$ cat src/rtl/mtc_pkg.sv
package mtc_pkg;
  localparam int ADDR_W    = 64;
  localparam int TAG_W     = 4;
  localparam int GRAN_BITS = 4;
  localparam int IDX_W     = 6;
  localparam int TAG_LSB   = 56;

  typedef enum logic [1:0] {
    MODE_QUIET  = 2'b00,
    MODE_TRAP   = 2'b01,
    MODE_LOG    = 2'b10,
    MODE_QUIET2 = 2'b11
  } mtc_mode_e;

  function automatic logic [IDX_W-1:0] granule_of(input logic [ADDR_W-1:0] a);
    return a[GRAN_BITS +: IDX_W];
  endfunction

  function automatic logic [TAG_W-1:0] ptr_tag_of(input logic [ADDR_W-1:0] a);
    return a[TAG_LSB +: TAG_W];
  endfunction

  function automatic logic tags_differ(input logic [TAG_W-1:0] p,
                                       input logic [TAG_W-1:0] g);
    return p != g;
  endfunction
endpackage

$ cat src/rtl/mtc_tag_ram.sv
module mtc_tag_ram #(
  parameter int IDX_W = 6,
  parameter int TAG_W = 4
) (
  input  logic             clk,
  input  logic             rst_n,
  input  logic             wr_en,
  input  logic [IDX_W-1:0] wr_idx,
  input  logic [TAG_W-1:0] wr_tag,
  input  logic [IDX_W-1:0] rd_idx,
  output logic [TAG_W-1:0] rd_tag
);
  localparam int DEPTH = 1 << IDX_W;

  logic [TAG_W-1:0] mem [DEPTH];

  // read sees the stored value before any write at this edge
  assign rd_tag = mem[rd_idx];

  always_ff @(posedge clk) begin
    if (!rst_n) begin
      for (int i = 0; i < DEPTH; i++) mem[i] <= '0;
    end else if (wr_en) begin
      mem[wr_idx] <= wr_tag;
    end
  end
endmodule

$ cat src/rtl/mtc_check_stage.sv
module mtc_check_stage
  import mtc_pkg::*;
#(
  parameter int AW = 64,
  parameter int TW = 4
) (
  input  logic          clk,
  input  logic          rst_n,
  input  logic          acc,
  input  logic [AW-1:0] addr,
  input  logic [TW-1:0] ptr_tag,
  input  logic [TW-1:0] gran_tag,
  input  mtc_mode_e     mode,
  output logic          rsp_valid,
  output logic          rsp_allow,
  output logic          trap_pulse,
  output logic [AW-1:0] trap_addr,
  output logic          mismatch_q,
  output logic          log_fire
);
  logic mismatch;
  logic block;

  assign mismatch = tags_differ(ptr_tag, gran_tag);
  assign block    = acc && mismatch && (mode == MODE_TRAP);
  assign log_fire = acc && mismatch && (mode == MODE_LOG);

  always_ff @(posedge clk) begin
    if (!rst_n) begin
      rsp_valid  <= 1'b0;
      rsp_allow  <= 1'b0;
      trap_pulse <= 1'b0;
      trap_addr  <= '0;
      mismatch_q <= 1'b0;
    end else begin
      rsp_valid <= acc;
      if (acc) begin
        rsp_allow  <= !block;
        trap_pulse <= block;
        trap_addr  <= addr;
        mismatch_q <= mismatch;
      end else begin
        rsp_allow  <= 1'b0;
        trap_pulse <= 1'b0;
        mismatch_q <= 1'b0;
      end
    end
  end
endmodule

$ cat src/rtl/mtc_fault_log.sv
module mtc_fault_log #(
  parameter int AW = 64
) (
  input  logic          clk,
  input  logic          rst_n,
  input  logic          log_fire,
  input  logic [AW-1:0] addr,
  input  logic          clr,
  output logic          sticky,
  output logic [AW-1:0] first_addr
);
  always_ff @(posedge clk) begin
    if (!rst_n) begin
      sticky     <= 1'b0;
      first_addr <= '0;
    end else if (log_fire) begin
      if (!sticky || clr) first_addr <= addr;
      sticky <= 1'b1;
    end else if (clr) begin
      sticky <= 1'b0;
    end
  end
endmodule

$ cat src/rtl/mem_tag_check.sv
module mem_tag_check
  import mtc_pkg::*;
#(
  parameter int AW  = mtc_pkg::ADDR_W,
  parameter int TW  = mtc_pkg::TAG_W,
  parameter int IW  = mtc_pkg::IDX_W
) (
  input  logic          clk,
  input  logic          rst_n,
  input  logic [1:0]    cfg_mode,
  input  logic          req_valid,
  output logic          req_ready,
  input  logic [AW-1:0] req_addr,
  input  logic          tw_en,
  input  logic [IW-1:0] tw_idx,
  input  logic [TW-1:0] tw_tag,
  output logic          rsp_valid,
  output logic          rsp_allow,
  output logic          trap_pulse,
  output logic [AW-1:0] trap_addr,
  input  logic          flt_clr,
  output logic          flt_sticky,
  output logic [AW-1:0] flt_addr
);
  logic          rdy_q;
  logic          acc;
  logic [IW-1:0] look_idx;
  logic [TW-1:0] look_tag;
  logic [TW-1:0] ptr_tag;
  logic          stg_mismatch;
  logic          log_fire;

  always_ff @(posedge clk) begin
    if (!rst_n) rdy_q <= 1'b0;
    else        rdy_q <= 1'b1;
  end

  assign req_ready = rdy_q;
  assign acc       = req_valid && rdy_q;
  assign look_idx  = granule_of(req_addr);
  assign ptr_tag   = ptr_tag_of(req_addr);

  mtc_tag_ram #(.IDX_W(IW), .TAG_W(TW)) u_ram (
    .clk    (clk),
    .rst_n  (rst_n),
    .wr_en  (tw_en),
    .wr_idx (tw_idx),
    .wr_tag (tw_tag),
    .rd_idx (look_idx),
    .rd_tag (look_tag)
  );

  mtc_check_stage #(.AW(AW), .TW(TW)) u_stage (
    .clk        (clk),
    .rst_n      (rst_n),
    .acc        (acc),
    .addr       (req_addr),
    .ptr_tag    (ptr_tag),
    .gran_tag   (look_tag),
    .mode       (mtc_mode_e'(cfg_mode)),
    .rsp_valid  (rsp_valid),
    .rsp_allow  (rsp_allow),
    .trap_pulse (trap_pulse),
    .trap_addr  (trap_addr),
    .mismatch_q (stg_mismatch),
    .log_fire   (log_fire)
  );

  mtc_fault_log #(.AW(AW)) u_log (
    .clk        (clk),
    .rst_n      (rst_n),
    .log_fire   (log_fire),
    .addr       (req_addr),
    .clr        (flt_clr),
    .sticky     (flt_sticky),
    .first_addr (flt_addr)
  );
endmodule

$ cat config.mk
export PLATFORM = sky130hd
export DESIGN_NAME = mem_tag_check
export DESIGN_NICKNAME = d
export VERILOG_FILES = /design/src/rtl/mtc_pkg.sv /design/src/rtl/mtc_tag_ram.sv /design/src/rtl/mtc_check_stage.sv /design/src/rtl/mtc_fault_log.sv /design/src/rtl/mem_tag_check.sv
export SDC_FILE = /design/constraint.sdc
export NUM_CORES = 1
export LEC_CHECK = 0
export BUFFER_PORTS_ARGS = -buffer_cell sky130_fd_sc_hd__clkbuf_2
export CORE_MARGIN = 1.5
export CORE_UTILIZATION = 56
export CTS_CLUSTER_DIAMETER = 150
export DETAILED_ROUTE_END_ITERATION = 10
export HOLD_SLACK_MARGIN = 0.12
export PLACE_DENSITY = 0.74
export SLEW_MARGIN = 5
export SYNTH_ARGS = -nofsm -noshare
export SYNTH_HDL_FRONTEND = slang
export SYNTH_HIERARCHICAL = 1
export SYNTH_SLANG_ARGS = --single-unit
$ cat constraint.sdc
create_clock -name clk -period 3.8 [get_ports clk]
set_input_delay 0.76 -clock clk [delete_from_list [all_inputs] [get_ports clk]]
set_output_delay 0.76 -clock clk [all_outputs]
set_load 0.005 [all_outputs]
After elaboration in Yosys (flattened, before gate mapping)
Memories as Yosys holds them, arrays and structs flattened.
Index checks and enable logic that the tools add are counted.

word-level totals
  flip-flop bits (word level) = 133
  bits in latches = 0
  memory bits (writable) = 256
  ROM bits = 0
  input bits = 81
  output and inout port bits = 133
  word-level logic and storage cells = 32
  memories kept = 1

memories
  memory     depth  bits a word  read ports  clocked after Yosys merged registers in  wr ports  RTL line           text
  u_ram.mem  64     4            1           0                                        64        mtc_tag_ram.sv:15  logic [TAG_W-1:0] mem [DEPTH];

cells by class
  add/sub/neg operators = 0
  multipliers = 0
  div/mod/pow operators = 0
  magnitude comparators = 0
  eq/ne operators = 3
  shifts and indexed selects = 0
  muxes and demuxes = 10
  bitwise operators = 0
  reduce and logical (&&, ||, !) cells = 11

operator list
  cell                number
  $mux 1              8
  $mux 6              1
  $logic_and 1x1->1   4
  $mux 4              1
  $ne 4x4->1          1
  $reduce_and 2->1    2
  $reduce_or 4->1     1
  $eq 2x1->1 const B  1
  $eq 2x2->1 const B  1
  $logic_not 1->1     2
  $reduce_bool 2->1   1
  $logic_or 1x1->1    1

Logic depth before layout (Yosys ltp)
Gate-level depths: netlist (run 1).

  word-level depth = 5
  gate-level depth with buffers = 16
  gate-level depth less buffers = 10

By module
The synthesis (run 1) kept the hierarchy.

modules (own cells, without submodules)
  module           times used  cells an instance  area an instance (µm²)  seq. area each (µm²)
  mtc_tag_ram      1           885                11736.3                 7687.4
  mtc_fault_log    1           281                2661.3                  1301.2
  mtc_check_stage  1           224                2653.8                  1361.3
  mem_tag_check    1           2                  26.3                    20.0

Worst setup path after synthesis (run 1)
OpenSTA, ideal clock, no wires.

  kind = input to register
  from = in req_addr[5]
  to = reg u_log.first_addr[0]
  setup time = 118 ps
  arrival time = 3386 ps
  required time = 3682 ps
  path slack = 296 ps
  cell stages on the path = 15
  path buffers = 6
  path through = buf_4 buf_6 buf_4 buf_2 mux4_2 o221ai_1 o21ai_0 a21o_1 xor2_1 nor4_4 nor3_1 nor2b_2 buf_12 buf_12 mux2i_1

on the way
  longest elaborated chain between the ends = 5

RTL lines
  element                          RTL line               text
  from (decl)                      mem_tag_check.sv:13    input logic [AW-1:0] req_addr,
  $mem_v2 64x4                     --
  named net look_tag[3]            mem_tag_check.sv:28    logic [TW-1:0] look_tag;
  $ne 4x4->1                       mtc_pkg.sv:25          return p != g;
  $logic_and 1x1->1 (2 in series)  mtc_check_stage.sv:26  assign log_fire = acc && mismatch && (mode == MODE_LOG);
  named net log_fire               mem_tag_check.sv:31    logic log_fire;
  $reduce_and 2->1 (no line)       --
  to (signal assigned)             mtc_fault_log.sv:17    if (!sticky || clr) first_addr <= addr;
  to (decl)                        mtc_fault_log.sv:10    output logic [AW-1:0] first_addr

The timed path passes the listed nets, and every way through them passes these cells.
A chain may end at the register's enable or synchronous reset.

Worst setup path in the final report (run 1)
  from = in req_addr[4]
  to = reg u_log.first_addr[34]

The elaborated chain is that of the path after synthesis.

==> results.yml, run 1 <==
worst_setup_path:
  slowest_stage: "mux4_2"
  crit_top_cell: "buf_4"
  endpoint: "u_log/first_addr[34]$_SDFFE_PN0P_"
  reg2reg_depth: 11
  r2r_slack_ps: 530
  cp_top_family: "buffers and inverters"
  path_depth: 13
  max_stage_delay_ps: 530
  required_ps: 4240
  worst-path-buf-inv: 4
  crit_path_max_fanout: 19
  rr_endpoint: "u_log/first_addr[34]$_SDFFE_PN0P_"
  arrival_ps: 4000
  cp-end-kind: "register"
  critPathLaunchType: "primary input"
  crit_start: "req_addr[4]"
  worst-setup-path-type: "in -> reg"
  reg2reg_from: "u_ram/mem[37][0]$_SDFFCE_PN0P_"
  cp_cell_sequence: "buf_4 -> buf_4 -> mux4_2 -> a211oi_1 -> buf_4 -> nor4_1 -> a21o_1 -> xor2_1 -> nor4_4 -> nor3_1 -> nor2b_4 -> buf_6 -> mux2i_1"
clocking:
  cts_sinks: 389
  cts_tree: "yes"
  post_cts_buffers: 0
  hold_buffers: 0
  clockRootBuffer: "clkbuf_16"
  cts_buffer_depth: 3
  clk_latency_ps: 530
  ctsHtreeMaxLevel: 2
  path_clk_slew_ps: 60
  numCtsBuffers: 41
final_layout:
  area_delta_synth_final_pct: 15.66
  final_common_cell: "edfxtp_1"
  layout-drive-gt1-share_pct: 24.51
  final_cell_mix: "edfxtp_1, nand2_1, clkbuf_2"
  antennaDiodeCount: 0
  layout.nets: 1679
  fillCellCount: 2238
  fin_util_pct: 66.20
  final_cells: 2018
floorplanning:
  rows: 63
  core_area_um2: 29800
  die_y_um: 177.5
  io_pins: 214
  initial_utilization_pct: 57.24
  die-area_um2: 31510
  die_w_um: 177.5
detailed_routing:
  drcViolationCount: 0
  num_vias: 11560
  drtPass1Iterations: 5
  routed_wl_mm: 41.80
  wl_per_cell_um: 20.71
  viasPerCell: 5.728
  first_iter_violations: 1032
  antenna_left: 0
placement:
  dpl.hpwl_mm: 28.65
  gp_congestion: 0.8112
  placedCellCount: 1945
  io_buffers: 213
power_and_ir_drop:
  power.density_nw_per_um2: 471.7
  irDropWorstVdd_uv: 422.5
  total_power_mw: 9.305
  leakagePower_nw: 7.627
timing:
  period_share_pct: 93.71
  fin_tns_setup_ps: 0
  hold_violations: 0
  relSlewSlack_pct: 24.55
  drv_slew: 0
  fmax_mhz: 280.8
  tightest_slew_ps: 1132
  finClkSkew_ps: 12.88
  setup_viol_count_final: 0
  fin_crit_ps: 3561
  rsz0062_at_grt: "no"
min_path:
  hold_path_class: "reg -> reg"
logic_synthesis:
  yosys_warnings: 6
  netlist_instances: 1390
  syn-num-nets: 1471
  syn_avg_cell_area_um2: 12.27
  syn-cell-area_um2: 17050
global_route:
  grt_max_degree: 260
  grt_pass1_wl_mm: 63.00
  antenna_found_initial: 0
  gr-total-overflow: 0
  grt_pass1_vias: 11130
  grt_usage_pct: 26.40
status:
  outcome: "completed"
run:
  max_cap_violations: 0
-- timing repair --
action                                  4_1_cts  5_1_grt
endpoints found under the setup margin        0        3
gates resized for setup                       0        1
hold endpoints to repair                      0        0
-- how the worst min path moves through the flow --
stage	from	to	slack, ps	cells past startpoint
6_report	u_log/first_addr[9]$_SDFFE_PN0P_	u_log/first_addr[9]$_SDFFE_PN0P_	460	2
5_1_grt	cfg_mode[1]	u_stage/trap_pulse$_SDFF_PN0_	460	2
4_1_cts	cfg_mode[1]	u_stage/trap_pulse$_SDFF_PN0_	450	2
3_5_place_dp	u_log/first_addr[49]$_SDFFE_PN0P_	u_log/first_addr[49]$_SDFFE_PN0P_	450	2
3_3_place_gp	u_log/first_addr[60]$_SDFFE_PN0P_	u_log/first_addr[60]$_SDFFE_PN0P_	440	2
2_1_floorplan	u_log/first_addr[0]$_SDFFE_PN0P_	u_log/first_addr[0]$_SDFFE_PN0P_	450	2
-- layout make-up --
type / instances / area (um2) / share of cell area (%)
sequential: 389 / 10350 / 52.47
multi-input combinational: 885 / 5996 / 30.40
inverter: 8 / 30.03 / 0.1522
clock inverter: 15 / 102.6 / 0.5201
clock buffer: 58 / 1152 / 5.842
timing repair buffer: 273 / 1607 / 8.145
tap: 390 / 488.0 / 2.474
-- worst reg2reg max path: cells and delay by family, from the launching register on --
kind | cells | cell delay, ps
AOI/OAI and AO/OA | 1 | 170
xor gates and xnor gates | 1 | 240
muxes | 3 | 1260
and+or+nand+nor | 5 | 860
buffers and inverters | 1 | 270
DFF | 1 | 380
-- state kept, by name (all words and copies together) (netlist names) --
| signal | cells |
|---|---|
| u_stage/rsp_allow | 1 |
| u_stage/rsp_valid | 1 |
| u_log/first_addr | 64 |
| u_ram/mem | 256 |
| u_stage/trap_addr | 64 |
| u_log/sticky | 1 |
| req_ready | 1 |
| u_stage/trap_pulse | 1 |
-- per-layer routing --
| layer | wire length [um] | track usage (%) |
|---|---|---|
| met4 | 732 | 6.478 |
| met5 | 0 | 0 |
| met2 | 20520 | 44.95 |
| met1 | 16400 | 34.81 |
| met3 | 4149 | 5.356 |
-- per-stage QoR --
| stage | hold WS [ps] | setup WS (ps) | area [um2] |
|---|---|---|---|
| 2_1_floorplan | 451.1 | 325.1 | 17050 |
| 3_3_place_gp | 441.2 | -176.3 | 18470 |
| 3_5_place_dp | 447.4 | -331.5 | 18470 |
| 4_1_cts | 453.0 | 179.2 | 19720 |
| 5_1_grt | 463.8 | 41.72 | 19730 |
| 6_report | 456.3 | 238.9 | 19730 |
-- power breakdown --
part	leakage, nW	switching (mW)	internal, mW
combinational	3.50	0.454	0.336
clock	0.616	1.56	2.18
sequential	3.51	0.0814	4.70
No activity file was read; power rests on OpenSTA's default activity.
==> inputs of run 2 (changes only) <==
--- a/config.mk
+++ b/config.mk
@@ -12,6 +12,7 @@
 export DETAILED_ROUTE_END_ITERATION = 10
 export HOLD_SLACK_MARGIN = 0.12
 export PLACE_DENSITY = 0.74
+export RECOVER_POWER = 25
 export SLEW_MARGIN = 5
 export SYNTH_ARGS = -nofsm -noshare
 export SYNTH_HDL_FRONTEND = slang
==> run 2 against run 1 <==
  * The flow now finishes with violations (capacitance limit, slew limit)
  * Non-clock buffer count did not move
  * Sequential power about the same
  * Combinational power hardly changed
  * Largest power group unchanged
  * Worst setup slack better by 12 ps
  * Via count is 0.11% higher
  * Core utilization is 0.41 points lower
  * Register-to-register slack is essentially flat
  * Power barely moved
  * Clock power hardly changed
  * Clock skew down 1.1 ps
  * Final area is 0.62% lower
==> results.yml, run 2 (same netlist as run 1, synthesis figures left out) <==
status:
  outcome: "complete, but fails checks"
  violations: "capacitance limit, slew limit"
timing:
  rsz0062_at_grt: "no"
  fmax_mhz: 281.7
  tightest_slew_ps: 2606
  period_share_pct: 93.40
  worst_slack_ps: 250.7
  fin_crit_ps: 3549
  hold_violations: 0
  setup_viol_count_final: 0
  relSlewSlack_pct: -73.73
  drv_slew: 66
  finClkSkew_ps: 11.75
clocking:
  clockRootBuffer: "clkbuf_16"
  cts_sinks: 389
  cts_buffer_depth: 3
  ctsHtreeMaxLevel: 2
  numCtsBuffers: 41
  path_clk_slew_ps: 60
  clk_latency_ps: 530
  cts_tree: "yes"
final_layout:
  multi_input_area_um2: 5984
  regArea_um2: 10350
  fin_util_pct: 65.79
  top_register: "u_ram/mem"
  antennaDiodeCount: 0
  layout-drive-gt1-share_pct: 20.39
  largest_reg_flops: 256
  area_delta_synth_final_pct: 14.95
  final_cell_mix: "edfxtp_1, nand2_1, nor2_1"
  layout.nets: 1679
  final_cells: 2018
  fillCellCount: 2287
  top_regs: "u_ram/mem (256), u_log/first_addr (64), u_stage/trap_addr (64)"
  final_common_cell: "edfxtp_1"
worst_setup_path:
  cp-end-kind: "register"
  reg2reg_depth: 4
  critPathLaunchType: "primary input"
  crit_top_cell: "buf_4"
  slowest_stage: "mux4_2"
  worst-path-buf-inv: 4
  worst-setup-path-type: "in -> reg"
  max_stage_delay_ps: 530
  arrival_ps: 3990
  r2r_slack_ps: 520
  cp_top_family: "buffers and inverters"
  cp_cell_sequence: "buf_4 -> buf_4 -> mux4_2 -> a211oi_1 -> buf_4 -> nor4_1 -> a21o_1 -> xor2_1 -> nor4_4 -> nor3_1 -> nor2b_4 -> buf_6 -> mux2i_1"
  required_ps: 4250
  path_depth: 13
  crit_path_max_fanout: 19
placement:
  gp_congestion: 0.8112
  io_buffers: 213
  placedCellCount: 1945
  dpl.hpwl_mm: 28.65
  pre_cts_ws_ps: -331.5
detailed_routing:
  routed_wl_mm: 42.00
  first_iter_violations: 1043
  drtPass1Iterations: 5
  drcViolationCount: 0
  num_vias: 11570
  viasPerCell: 5.735
  wl_per_cell_um: 20.81
  antenna_left: 0
global_route:
  grt_max_degree: 260
  antenna_found_initial: 0
  grt_pass1_wl_mm: 63.00
  grt_usage_pct: 26.40
  grt_pass1_vias: 11130
  gr-total-overflow: 0
min_path:
  holdPathStages: 2
  hold_path_class: "reg -> reg"
floorplanning:
  rows: 63
  die_w_um: 177.5
  core_area_um2: 29800
  die_y_um: 177.5
  die-area_um2: 31510
  initial_utilization_pct: 57.24
  io_pins: 214
run:
  max_cap_violations: 2
power_and_ir_drop:
  power.density_nw_per_um2: 474.5
  leakagePower_nw: 7.398
  irDropWorstVdd_uv: 421.6
==> run 2: path summary, 6_finish.rpt <==
check / start / endpoint
worst min-delay path: u_log/first_addr[17]$_SDFFE_PN0P_ / u_log/first_addr[17]$_SDFFE_PN0P_
worst max register to register: req_ready$_DFF_P_ / u_stage/trap_pulse$_SDFF_PN0_
worst min register to register: u_log/first_addr[17]$_SDFFE_PN0P_ / u_log/first_addr[17]$_SDFFE_PN0P_
worst max-delay path: req_addr[4] / u_log/first_addr[34]$_SDFFE_PN0P_
==> run 2: per-layer routing <==
metal	vias up	GRT usage (%)	part of all wire, %
met1	5661	34.81	39
met2	531	44.95	49
met4	0	6.478	1.7
met3	53	5.356	9.6
li1	5328	-	-
met5	-	0	0
==> run 2: per-stage QoR <==
| step | hold slack [ps] | total power [mW] | instance area [um2] | TNS [ps] |
|---|---|---|---|---|
| 2_1_floorplan | 451.1 | 5.340 | 17050 | 0 |
| 3_5_place_dp | 447.4 | 5.651 | 18470 | -13470 |
| 5_1_grt | 463.8 | 9.586 | 19600 | 0 |
| 4_1_cts | 453.0 | 9.359 | 19720 | 0 |
| 3_3_place_gp | 441.2 | 5.623 | 18470 | -6033 |
| 6_report | 459.0 | 9.301 | 19600 | 0 |
==> run 2: final cells by class <==
class / instances / area share [%]
Sequential cell: 389 / 52.80
Multi-Input combinational cell: 885 / 30.53
Timing Repair Buffer: 273 / 7.627
Clock buffer: 58 / 5.879
Tap cell: 390 / 2.489
Clock inverter: 15 / 0.5234
Inverter: 8 / 0.1532
==> run 2: timing repair <==
action / 4_1_cts / 5_1_grt
gates resized for setup: 0 / 1
hold buffers: 0 / 0
setup endpoints to repair: 0 / 3
setup buffers: 0 / 0
hold endpoints to repair: 0 / 0
==> run 2: worst register-to-register path, cell delays in order, from the launching register on <==
cell      delay (ps)
dfxtp_1          350
and2_0           350
clkbuf_1        1890
nand2_1          330
nor4_2           260
==> run 2: power by group <==
group / internal, mW / switching, mW / leakage [nW]
sequential: 4.70 / 0.0815 / 3.51
combinational: 0.333 / 0.455 / 3.27
clock: 2.18 / 1.56 / 0.616
